File: src/rtl/spd_pkg.sv
package spd_pkg;

   typedef enum logic {
      POL_READ  = 1'b0,
      POL_WRITE = 1'b1
   } drive_pol_e;

endpackage

File: src/rtl/spd_onehot_dec.sv
module spd_onehot_dec #(
   parameter int SEL_BITS = 3
) (
   input  logic [SEL_BITS-1:0]      sel_i,
   output logic [(1<<SEL_BITS)-1:0] oh_o
);
   localparam int NOUT = 1 << SEL_BITS;

   for (genvar g = 0; g < NOUT; g++) begin : g_out
      assign oh_o[g] = (sel_i == SEL_BITS'(g));
   end
endmodule

File: src/rtl/spd_switch_bank.sv
// One switching element per driver: the set strobe loads the flip bit from
// the decode, the reset strobe fires back exactly the flipped elements.
module spd_switch_bank #(
   parameter int N = 8
) (
   input  logic         clk,
   input  logic         rst_n,
   input  logic         set_i,
   input  logic         clr_i,
   input  logic [N-1:0] dec_i,
   output logic [N-1:0] en_o
);
   for (genvar g = 0; g < N; g++) begin : g_sw
      logic flip_q;
      logic en_q;

      always_ff @(posedge clk) begin
         if (!rst_n) begin
            flip_q <= 1'b0;
            en_q   <= 1'b0;
         end else if (set_i) begin
            flip_q <= dec_i[g];
            en_q   <= dec_i[g];
         end else if (clr_i) begin
            en_q   <= flip_q;
            flip_q <= 1'b0;
         end else begin
            en_q   <= 1'b0;
         end
      end

      assign en_o[g] = en_q;
   end
endmodule

File: src/rtl/spd_line_enc.sv
module spd_line_enc #(
   parameter int TOP_BITS = 3,
   parameter int BOT_BITS = 3
) (
   input  logic [(1<<TOP_BITS)-1:0]   top_oh,
   input  logic [(1<<BOT_BITS)-1:0]   bot_oh,
   output logic [TOP_BITS+BOT_BITS-1:0] idx_o,
   output logic                       valid_o
);
   localparam int NT = 1 << TOP_BITS;
   localparam int NB = 1 << BOT_BITS;

   logic [TOP_BITS-1:0] t_idx;
   logic [BOT_BITS-1:0] b_idx;
   logic                t_one;
   logic                b_one;

   always_comb begin
      t_idx = '0;
      for (int i = 0; i < NT; i++) begin
         if (top_oh[i]) t_idx = t_idx | TOP_BITS'(i);
      end
      b_idx = '0;
      for (int i = 0; i < NB; i++) begin
         if (bot_oh[i]) b_idx = b_idx | BOT_BITS'(i);
      end
   end

   assign t_one   = (top_oh != '0) && ((top_oh & (top_oh - NT'(1))) == '0);
   assign b_one   = (bot_oh != '0) && ((bot_oh & (bot_oh - NB'(1))) == '0);
   assign valid_o = t_one && b_one;
   assign idx_o   = valid_o ? {t_idx, b_idx} : '0;
endmodule

File: src/rtl/select_pair_decoder.sv
module select_pair_decoder #(
   parameter int XB_BITS = 3,
   parameter int XT_BITS = 3,
   parameter int YB_BITS = 2,
   parameter int YT_BITS = 3,
   parameter int HI_BITS = 2,
   parameter int BANK_W  = 3,
   localparam int ADDR_W = XB_BITS + XT_BITS + YB_BITS + HI_BITS,
   localparam int XW     = XT_BITS + XB_BITS,
   localparam int YW     = YT_BITS + YB_BITS
) (
   input  logic                     clk,
   input  logic                     rst_n,
   input  logic [ADDR_W-1:0]        addr,
   input  logic [BANK_W-1:0]        bank,
   input  logic                     set_strobe,
   input  logic                     reset_strobe,
   output logic [(1<<XT_BITS)-1:0]  xt_en,
   output logic [(1<<XB_BITS)-1:0]  xb_en,
   output logic [(1<<YT_BITS)-1:0]  yt_en,
   output logic [(1<<YB_BITS)-1:0]  yb_en,
   output logic                     write_pol,
   output logic [XW-1:0]            x_line,
   output logic [YW-1:0]            y_line,
   output logic                     line_valid
);
   import spd_pkg::*;

   localparam int XB_LO = 0;
   localparam int XT_LO = XB_LO + XB_BITS;
   localparam int YB_LO = XT_LO + XT_BITS;
   localparam int HI_LO = YB_LO + YB_BITS;

   if (HI_BITS > YT_BITS) begin : g_bad_hi
      $error("upper address field wider than Y top select");
   end
   if (BANK_W < 1 || XB_BITS < 1 || XT_BITS < 1 || YB_BITS < 1) begin : g_bad_w
      $error("select widths must be positive");
   end

   // address fields
   logic [XB_BITS-1:0] f_xb;
   logic [XT_BITS-1:0] f_xt;
   logic [YB_BITS-1:0] f_yb;
   logic [YT_BITS-1:0] f_yt;

   assign f_xb = addr[XB_LO +: XB_BITS];
   assign f_xt = addr[XT_LO +: XT_BITS];
   assign f_yb = addr[YB_LO +: YB_BITS];
   assign f_yt = YT_BITS'(addr[HI_LO +: HI_BITS]) + YT_BITS'(bank);

   logic [(1<<XT_BITS)-1:0] d_xt;
   logic [(1<<XB_BITS)-1:0] d_xb;
   logic [(1<<YT_BITS)-1:0] d_yt;
   logic [(1<<YB_BITS)-1:0] d_yb;

   spd_onehot_dec #(.SEL_BITS(XB_BITS)) u_dec_xb (.sel_i(f_xb), .oh_o(d_xb));
   spd_onehot_dec #(.SEL_BITS(XT_BITS)) u_dec_xt (.sel_i(f_xt), .oh_o(d_xt));
   spd_onehot_dec #(.SEL_BITS(YB_BITS)) u_dec_yb (.sel_i(f_yb), .oh_o(d_yb));
   spd_onehot_dec #(.SEL_BITS(YT_BITS)) u_dec_yt (.sel_i(f_yt), .oh_o(d_yt));

   // set has priority over reset
   logic do_set;
   logic do_clr;
   assign do_set = set_strobe;
   assign do_clr = reset_strobe & ~set_strobe;

   spd_switch_bank #(.N(1<<XB_BITS)) u_sw_xb (
      .clk(clk), .rst_n(rst_n), .set_i(do_set), .clr_i(do_clr),
      .dec_i(d_xb), .en_o(xb_en));
   spd_switch_bank #(.N(1<<XT_BITS)) u_sw_xt (
      .clk(clk), .rst_n(rst_n), .set_i(do_set), .clr_i(do_clr),
      .dec_i(d_xt), .en_o(xt_en));
   spd_switch_bank #(.N(1<<YB_BITS)) u_sw_yb (
      .clk(clk), .rst_n(rst_n), .set_i(do_set), .clr_i(do_clr),
      .dec_i(d_yb), .en_o(yb_en));
   spd_switch_bank #(.N(1<<YT_BITS)) u_sw_yt (
      .clk(clk), .rst_n(rst_n), .set_i(do_set), .clr_i(do_clr),
      .dec_i(d_yt), .en_o(yt_en));

   drive_pol_e pol_q;
   always_ff @(posedge clk) begin
      if (!rst_n)      pol_q <= POL_READ;
      else if (do_clr) pol_q <= POL_WRITE;
      else             pol_q <= POL_READ;
   end
   assign write_pol = (pol_q == POL_WRITE);

   logic x_ok;
   logic y_ok;

   spd_line_enc #(.TOP_BITS(XT_BITS), .BOT_BITS(XB_BITS)) u_enc_x (
      .top_oh(xt_en), .bot_oh(xb_en), .idx_o(x_line), .valid_o(x_ok));
   spd_line_enc #(.TOP_BITS(YT_BITS), .BOT_BITS(YB_BITS)) u_enc_y (
      .top_oh(yt_en), .bot_oh(yb_en), .idx_o(y_line), .valid_o(y_ok));

   assign line_valid = x_ok & y_ok;
endmodule

File: config.mk
export PLATFORM = sky130hd
export DESIGN_NAME = select_pair_decoder
export DESIGN_NICKNAME = d
export VERILOG_FILES = /design/src/rtl/spd_pkg.sv /design/src/rtl/spd_onehot_dec.sv /design/src/rtl/spd_switch_bank.sv /design/src/rtl/spd_line_enc.sv /design/src/rtl/select_pair_decoder.sv
export SDC_FILE = /design/constraint.sdc
export NUM_CORES = 1
export LEC_CHECK = 0
export CAP_MARGIN = 0
export CORE_UTILIZATION = 59
export CTS_BUF_LIST = sky130_fd_sc_hd__clkbuf_4 sky130_fd_sc_hd__clkbuf_8
export DETAILED_ROUTE_END_ITERATION = 8
export DONT_BUFFER_PORTS = 1
export GPL_ROUTABILITY_DRIVEN = 0
export GPL_TIMING_DRIVEN = 0
export PLACE_DENSITY = 0.76
export SLEW_MARGIN = 20
export SYNTH_ARGS = -nofsm -noshare
export SYNTH_HDL_FRONTEND = slang
export SYNTH_SLANG_ARGS = --single-unit
File: constraint.sdc
create_clock -name clk -period 4.3 [get_ports clk]
set_input_delay 0.43 -clock clk [delete_from_list [all_inputs] [get_ports clk]]
set_output_delay 0.43 -clock clk [all_outputs]
set_load 0.05 [all_outputs]
==> results of run 1 <==
## sequential cells by signal (all words and copies together) (netlist names)
register and cells:
u_sw_xb.g_sw.en_q 8, u_sw_xb.g_sw.flip_q 8, u_sw_xt.g_sw.en_q 8, u_sw_xt.g_sw.flip_q 8
u_sw_yb.g_sw.en_q 4, u_sw_yb.g_sw.flip_q 4, u_sw_yt.g_sw.en_q 8, u_sw_yt.g_sw.flip_q 8
write_pol 1
## critical path, cell delays in order, from the launching register on
cell,delay (ns)
dfxtp_1,0.37
maj3_1,0.36
o21ai_1,0.18
nand3_2,0.19
or2_1,0.29
nor2_1,0.72
## per-layer routing
metal | vias up | routed length (µm)
met4 | 0 | 73
met3 | 10 | 305
met5 | - | 0
met1 | 907 | 2210
li1 | 1011 | -
met2 | 57 | 2290
## synthesized netlist by cell type (all sizes together) (4+ instances only)
cell type / n / area share
buf: 32 / 0.087
nor3b: 4 / 0.011
dfxtp: 57 / 0.43
nor3: 24 / 0.053
nand3: 5 / 0.011
nand2: 13 / 0.018
nand2b: 4 / 0.012
o21ai: 4 / 0.0075
nor4: 12 / 0.034
nor2: 24 / 0.036
a21o: 48 / 0.14
nor2b: 7 / 0.016
clkbuf: 5 / 0.0071
nor4b: 4 / 0.024
a21oi: 8 / 0.015
## power by group
group	internal [µW]	switching (µW)
sequential	543	15.8
combinational	51.4	92.1
clock	274	192
total	868	300
## metrics by stage
stage / power, µW / area [µm²]
2_1_floorplan: 689 / 2660
4_1_cts: 1180 / 2950
3_5_place_dp: 714 / 2760
5_1_grt: 1220 / 2950
3_3_place_gp: 707 / 2720
6_report: 1170 / 2950
## logic make-up (layout without fill, tap and decap cells)
| group | count (synthesis) | after routing | synth area share |
|---|---|---|---|
| flip-flops | 57 | 57 | 0.430 |
| buffers and inverters | 38 | 53 | 0.0951 |
| AO/OA/AOI/OAI | 72 | 72 | 0.195 |
| XOR/XNOR | 5 | 5 | 0.0165 |
| adder cells (fa/ha/maj) | 3 | 3 | 0.0160 |
| AND/OR/NAND/NOR | 108 | 108 | 0.247 |
## cell type report
| cell class | instances | area, µm² | area share |
|---|---|---|---|
| buffer | 37 | 249 | 0.0845 |
| clock inverter | 4 | 45.0 | 0.0153 |
| tap | 52 | 65.1 | 0.0221 |
| multi-input combinational | 188 | 1300 | 0.442 |
| inverter | 1 | 3.75 | 0.00127 |
| sequential | 57 | 1140 | 0.387 |
| clock buffer | 11 | 139 | 0.0472 |
## path summary, 6_finish.rpt
path | from | endpoint | depth (start not counted)
max | u_sw_yt.g_sw[2].en_q$_SDFF_PN0_ | y_line[2] | 5
max reg2reg | u_sw_yb.g_sw[0].flip_q$_SDFFE_PN0P_ | u_sw_yb.g_sw[0].en_q$_SDFF_PN0_ | 2
min | addr[6] | u_sw_yb.g_sw[3].en_q$_SDFF_PN0_ | 2
min reg2reg | u_sw_xb.g_sw[0].flip_q$_SDFFE_PN0P_ | u_sw_xb.g_sw[0].flip_q$_SDFFE_PN0P_ | 1
==> metrics.cfg, run 1 <==
[clock_network]
cts_tree = built
post-cts-setup-buffers = 0
cts_buffers = 9
clock_latency_ns = 0.33
clkSlewWorstSetupHoldPaths_ns = 0.06
hold_buffers = 0
cts.sinks = 57
clockBufferDepth = 2
cts_max_level = 3
cts-root-buf = clkbuf_8
cts_resized = 0

[placed_design]
dpl.cell_count = 335
hpwl_um = 3530
preCtsSetupSlack_ns = 1.75
port_buffers = 0

[layout]
post-route-util = 0.676
layout_common_cells = dfxtp_1 (57), a21o_1 (48), buf_4 (28), nor2_1 (22)
n_antenna_cell = 0
mostFrequentLayoutCell = dfxtp_1
areaGrowthSynthToFinish_pct = 10.9
drive_gt1_frac = 0.225
fillers = 364
fin_cells = 350
nets = 313

[pwr]
power_density_mw_per_mm2 = 397
ir_worst_vdd_mv = 0.309
p_leak_uw = 0.00155

[drt]
viasPerCell = 5.67
dr.pass1.iters = 4
drt_iter0_markers = 82
ant_nets = 0
drc = 0
num_vias = 1985
wl_um = 4870
wl_per_cell_um = 13.9

[logic_synthesis]
synthCells = 283
syn-num-nets = 302
synth_flop_cell = dfxtp_1
yosys_register_bits = 57
synth-edff-count = 0
synthDistinctLibCells = 46
netlist_area_mm2 = 0.00266
avgSynthCellArea_um2 = 9.39
async_reset_ff_frac = 0
yosys_warnings = 0
synth.yosys.seq_area_share = 0.430

[timing]
setup_slack_ns = 1.43
maxSlewViolCount = 0
worst_pin_slew_ns = 0.949
period_share = 0.668
setup_viol = 0
fin_skew_ns = 0.00665
period_minus_slack_ns = 2.87
hold_ws_ns = 0.304
fmax_mhz = 348
relSlewSlack = 0.365
rsz0062_at_grt = false
fin_setup_tns_ns = 0
finalHoldViolCount = 0

[critical_path]
critPathKind = register to primary output
path_max_fanout = 5
reg2reg_setup_slack_ns = 3.70
critPathCaptureType = primary output
cp.arrival_ns = 2.44
required_ns = 3.87
startpoint_type = register

[die]
initial_core_util = 0.610
fp.dieH_um = 69.1
num_rows = 24
ioPinCount = 58
core_mm2 = 0.00435
dieWidth_um = 69.1
dieArea_mm2 = 0.00477

[global_routing]
grt_usage = 0.219
grt-ovfl-total = 0
antenna_found_initial = 0
first_global_vias = 1725
grt_pass1_wl_um = 8120
use_met2 = 0.328
grt_max_degree = 11
use_met1 = 0.278
grtUsageMet3 = 0.0906
grt-busiest-layer = met2

[min_path]
hp-class = input pin to register

[flow_run]
maxCapViolations = 0

[status]
status = complete, no violations

No activity file was read; power rests on OpenSTA's default activity.
==> inputs of run 2 (changes only) <==
- clock period: 4.3 -> 2.7 ns (I/O delays scaled with it)
==> run 2 against run 1 <==
  * The run now ends with negative setup slack left
  * Clock skew is 0.00067 ns lower
  * Sequential power is 59% higher
  * Clock-buffer cell count did not move
  * Sequential cell count did not move
  * Utilization up 1.1 points
  * Die area stayed put
  * Hold slack got worse by 0.16 ns
  * Register-to-register slack got worse by 1.6 ns
  * Worst setup slack worse by 1.5 ns
  * Clock power up 60%
  * Cell area increased by 1.7%
==> metrics.cfg, run 2 (synthesized netlist as in run 1, its figures left out) <==
[pwr]
netSwitchingFraction = 0.262  ; +0.00486
seq_power_share = 0.475  ; -0.003
p_sw_uw = 491  ; +64%
combPwrFrac = 0.128  ; +0.005
clock_power_share = 0.397  ; -0.002
ir_worst_vdd_mv = 0.478  ; +54%
power_density_mw_per_mm2 = 627  ; +58%
p_leak_uw = 0.00159  ; +2.6%
total_power_uw = 1880  ; +61%
p_int_uw = 1390  ; +60%

[drt]
num_vias = 2005  ; +1.0%
drt_iter0_markers = 89  ; +8.5%
dr.pass1.iters = 5  ; +1
ant_nets = 0  ; unchanged
drc = 0  ; unchanged
viasPerCell = 5.73  ; +1.0%
wl_per_cell_um = 14.2  ; +2.1%
wl_um = 4970  ; +2.1%

[clock_network]
cts_max_level = 3  ; unchanged
clkSlewWorstSetupHoldPaths_ns = 0.06  ; about the same
cts_buffers = 9  ; unchanged
cts-root-buf = clkbuf_8
cts.sinks = 57  ; unchanged
clock_latency_ns = 0.33  ; about the same
cts_tree = built
clockBufferDepth = 2  ; unchanged
post-cts-setup-buffers = 0  ; unchanged
hold_buffers = 0  ; unchanged

[timing]
fmax_mhz = 359
period_minus_slack_ns = 2.78
period_share = 1.03
worst_pin_slew_ns = 0.960  ; +0.0108 ns
setup_viol = 3  ; +3
hold_ws_ns = 0.148  ; -0.157 ns
setup_slack_ns = -0.0844  ; -1.51 ns
finalHoldViolCount = 0  ; unchanged
relSlewSlack = 0.358  ; -0.00725
rsz0062_at_grt = true
maxSlewViolCount = 0  ; unchanged
fin_skew_ns = 0.00597  ; -0.000671 ns

[critical_path]
reg2reg_setup_slack_ns = 2.10  ; -1.60 ns
slowest_delay_ns = 0.78  ; +0.06 ns
path_cells = nor3_1 -> a211o_2 -> o21ai_0 -> nand2_1 -> nor3_2
slowest_stage = nor3_2
path_max_fanout = 6  ; +1
cp.arrival_ns = 2.51  ; +0.07 ns
critical_path.top_delay_family = simple AND/OR/NAND/NOR gates
critPathCaptureType = primary output
startpoint_type = register
r2r_cells = 2  ; unchanged
critPathKind = register to primary output
cp.depth = 5  ; unchanged
critPathBufInv = 0  ; unchanged
required_ns = 2.43  ; -1.44 ns

[global_routing]
grt_max_degree = 11  ; unchanged
use_met2 = 0.328  ; unchanged
grt_usage = 0.219  ; unchanged
grtUsageMet3 = 0.0906  ; unchanged
antenna_found_initial = 0  ; unchanged
use_met1 = 0.278  ; unchanged
first_global_vias = 1725  ; unchanged
grt-ovfl-total = 0  ; unchanged
grt_pass1_wl_um = 8120  ; unchanged
grt-busiest-layer = met2

[layout]
post-route-util = 0.688  ; +0.0112
layout_common_cells = dfxtp_1 (57), a21o_1 (48), buf_4 (28), nor2_1 (20)
mostFrequentLayoutCell = dfxtp_1
drive_gt1_frac = 0.242  ; +0.0168
nets = 313  ; unchanged
final_area_mm2 = 0.00299  ; +1.7%
areaGrowthSynthToFinish_pct = 12.7
n_antenna_cell = 0  ; unchanged
fillers = 361  ; -0.82%

[placed_design]
placed_cell_area_mm2 = 0.00276  ; unchanged
preCtsSetupSlack_ns = 0.309  ; -1.44 ns
port_buffers = 0  ; unchanged
hpwl_um = 3530  ; unchanged

[die]
fp.dieH_um = 69.1  ; unchanged
dieArea_mm2 = 0.00477  ; unchanged
ioPinCount = 58  ; unchanged
num_rows = 24  ; unchanged
initial_core_util = 0.610  ; unchanged
core_mm2 = 0.00435  ; unchanged
dieWidth_um = 69.1  ; unchanged

[status]
violations = negative setup slack
status = complete, but fails checks

[flow_run]
maxCapViolations = 0  ; unchanged

[min_path]
holdPathStages = 2  ; unchanged
hp-class = input pin to register

-- run 2: worst register-to-register path, stage by stage (launching register included) --
cell and delay (ns):
dfxtp_1 0.31, a21oi_1 0.13, nor2b_1 0.06
-- run 2: power by group through the flow --
stage | Clock, µW | Sequential, µW | Combinational (µW)
3_3_place_gp | 0 | 907 | 219
3_5_place_dp | 0 | 908 | 229
4_1_cts | 759 | 890 | 231
2_1_floorplan | 0 | 903 | 195
5_1_grt | 794 | 894 | 260
6_report | 746 | 891 | 240
-- run 2: area by class of cell --
cell class | instances | area, µm² | share of cell area
multi-input cells | 188 | 1350 | 0.451
flip-flops and latches | 57 | 1140 | 0.381
plain buffers | 37 | 249 | 0.0832
clock buffers | 11 | 139 | 0.0464
well taps | 52 | 65.1 | 0.0217
clock inverters | 4 | 45.0 | 0.0150
inverters | 1 | 3.75 | 0.00125
-- run 2: final timing paths --
check | from | to
hold reg to reg | u_sw_xb.g_sw[0].flip_q$_SDFFE_PN0P_ | u_sw_xb.g_sw[0].flip_q$_SDFFE_PN0P_
setup / recovery | u_sw_xt.g_sw[3].en_q$_SDFF_PN0_ | x_line[2]
setup reg to reg | u_sw_yb.g_sw[0].flip_q$_SDFFE_PN0P_ | u_sw_yb.g_sw[0].en_q$_SDFF_PN0_
hold / removal | addr[6] | u_sw_yb.g_sw[3].en_q$_SDFF_PN0_
-- run 2: through the flow --
step,std cells,setup TNS [ns]
finish,350,-0.247
global route,350,-0.592
CTS,350,-0.106
detailed placement,335,0
global placement,335,0
floorplan,283,0
-- run 2: timing repair --
item / 4_1_cts / 5_1_grt
resized for setup: 0 / 9
setup endpoints to repair: 2 / 9
pin swaps: 0 / 2
-- run 2: metal layers --
metal	vias up	part of all wire
li1	1008	-
met1	923	0.44
met3	10	0.062
met5	-	0
met4	0	0.015
met2	64	0.49
